`src/rtl/bp_pkg.sv`:
```
package bp_pkg;

  // Which predictor drives the output.
  typedef enum logic {
    SRC_PATTERN = 1'b0,
    SRC_COUNTER = 1'b1
  } pred_src_e;

endpackage

```
`src/rtl/bpp_arm.sv`:
```
// Tracks whether the one-shot pattern inversion is still available.
// Set at reset and consumed by the first strobed branch.
module bpp_arm (
  input  logic clk,
  input  logic rst_n,
  input  logic step,
  output logic armed
);

  logic armed_q;

  always_ff @(posedge clk or negedge rst_n) begin
    if (!rst_n)    armed_q <= 1'b1;
    else if (step) armed_q <= 1'b0;
  end

  assign armed = armed_q;

  // Once consumed, the arm never comes back until reset.
  p_arm_never_rearms_r5: assert property (@(posedge clk) disable iff (!rst_n)
    !armed_q |=> !armed_q);

endmodule

```
`src/rtl/bpp_ring.sv`:
```
// Circular outcome pattern: rotates left on each step and optionally
// complements the whole rotated value.
module bpp_ring #(
  parameter int                 LEN  = 4,
  parameter logic [LEN-1:0]     INIT = 4'b1101
) (
  input  logic clk,
  input  logic rst_n,
  input  logic step,
  input  logic invert,
  output logic pred
);

  logic [LEN-1:0] pat_q;
  logic [LEN-1:0] rotated;
  logic [LEN-1:0] pat_d;

  // Top bit wraps into the bottom.
  assign rotated = {pat_q[LEN-2:0], pat_q[LEN-1]};

  always_comb begin
    pat_d = pat_q;
    if (step) pat_d = invert ? ~rotated : rotated;
  end

  always_ff @(posedge clk or negedge rst_n) begin
    if (!rst_n) pat_q <= INIT;
    else        pat_q <= pat_d;
  end

  assign pred = pat_q[LEN-1];

  // Idle cycles leave the pattern untouched.
  p_idle_hold_r3: assert property (@(posedge clk) disable iff (!rst_n)
    !step |=> $stable(pat_q));

  // Plain rotation keeps the number of taken entries.
  p_rotate_keeps_ones_r2: assert property (@(posedge clk) disable iff (!rst_n)
    step && !invert |=> $countones(pat_q) == $countones($past(pat_q)));

  // Inversion turns every entry over.
  p_invert_flips_ones_r4: assert property (@(posedge clk) disable iff (!rst_n)
    step && invert |=> $countones(pat_q) == LEN - $countones($past(pat_q)));

endmodule

```
`src/rtl/bpp_satcnt.sv`:
```
// Conventional saturating up/down counter predictor.
module bpp_satcnt #(
  parameter int W = 2
) (
  input  logic clk,
  input  logic rst_n,
  input  logic step,
  input  logic taken,
  output logic pred
);

  localparam logic [W-1:0] CMAX  = {W{1'b1}};
  localparam logic [W-1:0] CMIN  = '0;
  localparam logic [W-1:0] CWEAK = {1'b0, {(W-1){1'b1}}};

  logic [W-1:0] cnt_q;
  logic [W-1:0] cnt_d;

  always_comb begin
    cnt_d = cnt_q;
    if (step) begin
      if (taken  && cnt_q != CMAX) cnt_d = cnt_q + 1'b1;
      if (!taken && cnt_q != CMIN) cnt_d = cnt_q - 1'b1;
    end
  end

  always_ff @(posedge clk or negedge rst_n) begin
    if (!rst_n) cnt_q <= CWEAK;
    else        cnt_q <= cnt_d;
  end

  // Upper half of the range predicts taken.
  assign pred = cnt_q[W-1];

  p_cnt_sat_high_r7: assert property (@(posedge clk) disable iff (!rst_n)
    step && taken && cnt_q == CMAX |=> cnt_q == CMAX);

  p_cnt_sat_low_r7: assert property (@(posedge clk) disable iff (!rst_n)
    step && !taken && cnt_q == CMIN |=> cnt_q == CMIN);

  p_cnt_idle_r3: assert property (@(posedge clk) disable iff (!rst_n)
    !step |=> $stable(cnt_q));

endmodule

```
`src/rtl/periodic_branch_predictor.sv`:
```
module periodic_branch_predictor
  import bp_pkg::*;
#(
  parameter int                 PAT_LEN  = 4,
  parameter logic [PAT_LEN-1:0] PAT_INIT = 4'b1101,
  parameter int                 CNT_W    = 2
) (
  input  logic clk,
  input  logic rst_n,
  input  logic br_valid,
  input  logic br_taken,
  input  logic pred_src,
  output logic pred_taken
);

  logic      ring_pred;
  logic      cnt_pred;
  logic      armed;
  logic      flip_now;
  pred_src_e src;

  // Inversion only on the first strobe, and only when the pattern missed.
  assign flip_now = br_valid & armed & (ring_pred != br_taken);

  bpp_arm u_arm (
    .clk   (clk),
    .rst_n (rst_n),
    .step  (br_valid),
    .armed (armed)
  );

  bpp_ring #(
    .LEN  (PAT_LEN),
    .INIT (PAT_INIT)
  ) u_ring (
    .clk    (clk),
    .rst_n  (rst_n),
    .step   (br_valid),
    .invert (flip_now),
    .pred   (ring_pred)
  );

  bpp_satcnt #(
    .W (CNT_W)
  ) u_cnt (
    .clk   (clk),
    .rst_n (rst_n),
    .step  (br_valid),
    .taken (br_taken),
    .pred  (cnt_pred)
  );

  assign src = pred_src_e'(pred_src);

  always_comb begin
    case (src)
      SRC_COUNTER: pred_taken = cnt_pred;
      default:     pred_taken = ring_pred;
    endcase
  end

  // Any strobe consumes the one-shot inversion.
  p_arm_consumed_r4: assert property (@(posedge clk) disable iff (!rst_n)
    br_valid |=> !armed);

  // No strobe and no select change: the output holds.
  p_idle_output_hold_r3: assert property (@(posedge clk) disable iff (!rst_n)
    !br_valid && $stable(pred_src) |=> $stable(pred_taken) || $changed(pred_src));

endmodule

```
`config.mk`:
```
export PLATFORM = sky130hd
export DESIGN_NAME = periodic_branch_predictor
export DESIGN_NICKNAME = d
export VERILOG_FILES = /design/src/rtl/bp_pkg.sv /design/src/rtl/bpp_arm.sv /design/src/rtl/bpp_ring.sv /design/src/rtl/bpp_satcnt.sv /design/src/rtl/periodic_branch_predictor.sv
export SDC_FILE = /design/constraint.sdc
export NUM_CORES = 1
export LEC_CHECK = 0
export ABC_AREA = 1
export BUFFER_PORTS_ARGS = -buffer_cell sky130_fd_sc_hd__buf_2
export CORE_AREA = 2 2 39 41
export CTS_CLUSTER_SIZE = 40
export DETAILED_ROUTE_END_ITERATION = 8
export DIE_AREA = 0 0 41 43
export HOLD_SLACK_MARGIN = 0.1
export PLACE_DENSITY = 0.5
export SLEW_MARGIN = 15
export SYNTH_ARGS = -nofsm -noshare
export SYNTH_HDL_FRONTEND = slang
export SYNTH_SLANG_ARGS = --single-unit
```
`constraint.sdc`:
```
create_clock -name clk -period 1.4 [get_ports clk]
set_input_delay 0 -clock clk [delete_from_list [all_inputs] [get_ports clk]]
set_output_delay 0 -clock clk [all_outputs]
set_load 0.1 [all_outputs]
```
==> qor.yml <==
cells_and_area:
  fin_nets: 67
  layout_common_cells: "nand2_1 (14), inv_1 (8), nand3_1 (7), dfstp_2 (5)"
  diodes: 0
  layout-drive-gt1-share_pct: 26.23
  seq_area_um2: 181.4
  syn2layout_area_growth_pct: 29.83
  multi_input_area_um2: 161.4
  mostFrequentLayoutCell: "nand2_1"
  n_fill_cell: 158
worst_setup_path:
  r2r_start: "u_arm.armed$_DFFE_PN1P_"
  crit_path_end: "pred_taken"
  startpoint_type: "flop"
  endpoint_kind: "output pin"
  rr_endpoint: "u_ring.pat_q[1]$_DFFE_PN0P_"
  crit_required_ps: 1400
  r2r_setup_slack_ps: 290
  crit_path_max_fanout: 5
  criticalPathCategory: "reg -> out"
  critPathLaunch: "u_ring.pat_q[3]$_DFFE_PN1P_"
  crit_arrival_ps: 1210
  worstRegToRegCells: 5
cts:
  postCtsHoldBufs: 2
  post_cts_buffers: 0
  clock-root-buffer: "clkbuf_4"
  cts.clk_slew.worst_paths_ps: 50
  cts_buffers: 3
  clock-sinks: 7
  cts-htree-levels: 1
  clkLatencyLatePin_ps: 240
  cts_buffer_depth: 2
  cts_resized: 0
  cts_tree: "built"
outcome:
  status: "completed"
global_routing:
  grt-ovfl-total: 0
  met3_usage_pct: 3.141
  grt_max_degree: 9
  gr-usage-met1_pct: 11.96
  antenna_found_initial: 0
  grt_pass1_wl_mm: 1.007
  track_usage_pct: 9.533
  gr-max-usage-layer: "met4"
  grt_pass1_vias: 246
  grtUsageMet2_pct: 10.63
power:
  p_per_area_mw_per_mm2: 1401
  ir_drop_mv: 0.3963
  totalPowerFinal_mw: 0.6715
  power.leakage_nw: 0.2361
placement:
  gp_congestion: 0.6507
  port_buffers: 5
  dp_worst_setup_slack_ps: 304.6
  dpl.hpwl_um: 537.7
die:
  die_area_mm2: 0.001763
  start_util_pct: 26.67
  die-width_um: 41
  core-area_mm2: 0.001384
  pin_count: 6
  fp.dieH_um: 43
  rows: 14
detailed_routing:
  drtAntennaViolNets: 0
  first_pass_iters: 6
  vias: 333
  via_per_inst: 4.325
  routed_wirelength_um: 682
  initialDrtViolationCount: 8
  drc: 0
  avgRoutedWirePerCell_um: 8.857
job:
  max-cap-violations: 0
sta:
  fin_crit_sh_pct: 86.66
  hold_violations: 0
  worst_pin_slew_ps: 213.5
  final.setup_skew_ps: 1.069
  fmax_mhz: 824.3
  fin_ws_ps: 186.8
  max-slew-margin-rel_pct: 85.75
  setup_violations: 0
  tns_ps: 0
  drv_slew: 0
  rsz0062_at_grt: "no"
  min_period_ps: 1213
synth:
  synth.distinct_cells: 11
  syn_nets: 55
  synth_largest_area_cell: "dfstp_2"
  avgSynthCellArea_um2: 7.382
  syn_area_um2: 369.1
  synth_seq_cells: 7
  yosys_warnings: 0
  syn_inst: 50
  yosys-top-cells-area: "dfstp_2 (36%), nand2_1 (14%), dfrtp_1 (14%)"
  synth_top_area_share_pct: 35.59
  ys_seq_area_share_pct: 49.15
worst_hold_path:
  hp-class: "in -> async"
## cell usage after synthesis
library cell,instances
a21oi_1,2
nand2_2,1
nand2_1,14
o31ai_1,1
nor2_2,1
nor2_1,4
dfrtp_1,2
inv_1,8
o21ai_0,5
dfstp_2,5
nand3_1,7
## how the worst min path moves through the flow
stage	startpoint	endpoint	slack, ps	depth (start not counted)
final	rst_n	u_cnt.cnt_q[1]$_DFFE_PN0P_	120	2
after global routing	rst_n	u_ring.pat_q[1]$_DFFE_PN0P_	120	2
after CTS	rst_n	u_cnt.cnt_q[1]$_DFFE_PN0P_	110	2
after detailed placement	rst_n	u_ring.pat_q[1]$_DFFE_PN0P_	-160	1
after global placement	rst_n	u_ring.pat_q[1]$_DFFE_PN0P_	-160	1
after floorplan	rst_n	u_cnt.cnt_q[1]$_DFFE_PN0P_	-300	0
## cell families after synthesis
group | synth area share, %
AND/OR/NAND/NOR | 31.19
buffers and inverters | 8.136
flip-flops | 49.15
AO/OA/AOI/OAI | 11.53
## layout make-up
| class | instances | share of cell area, % |
|---|---|---|
| clock buffers | 4 | 5.483 |
| inverters | 8 | 6.266 |
| multi-input cells | 35 | 33.68 |
| flip-flops and latches | 7 | 37.86 |
| well taps | 16 | 4.178 |
| repair buffers | 7 | 12.53 |
## worst max-delay path, cell delays in order (launching register included)
cell and delay [ps]:
dfstp_2 550, inv_1 70, o21ai_2 160, buf_12 190
## power breakdown
| group | leakage (nW) | switching, mW | internal (mW) |
|---|---|---|---|
| combinational | 0.144 | 0.125 | 0.0749 |
| sequential | 0.0774 | 0.0378 | 0.261 |
| clock | 0.0150 | 0.0646 | 0.108 |
| total | 0.236 | 0.227 | 0.444 |
## metal layers
metal / wire [um] / up-vias
met4: 15 / 0
met1: 342 / 141
met2: 275 / 8
li1: - / 182
met3: 47 / 2
met5: 0 / -
## state kept, by name, summed over array words and instances, names as in the netlist
register / cells
u_cnt.cnt_q: 2
u_ring.pat_q: 4
u_arm.armed: 1
## stage by stage
| stage | cell area, um^2 | hold WS [ps] | cells | util, % |
|---|---|---|---|---|
| 2_1_floorplan | 372.9 | -295.6 | 50 | - |
| 3_3_place_gp | 432.9 | -164.2 | 71 | 31.28 |
| 3_5_place_dp | 432.9 | -159.5 | 71 | 31.28 |
| 4_1_cts | 479.2 | 109.2 | 77 | 34.63 |
| 5_1_grt | 479.2 | 124.7 | 77 | 34.63 |
| 6_report | 479.2 | 115.2 | 77 | 34.63 |
(Power assumes the default switching activity.)
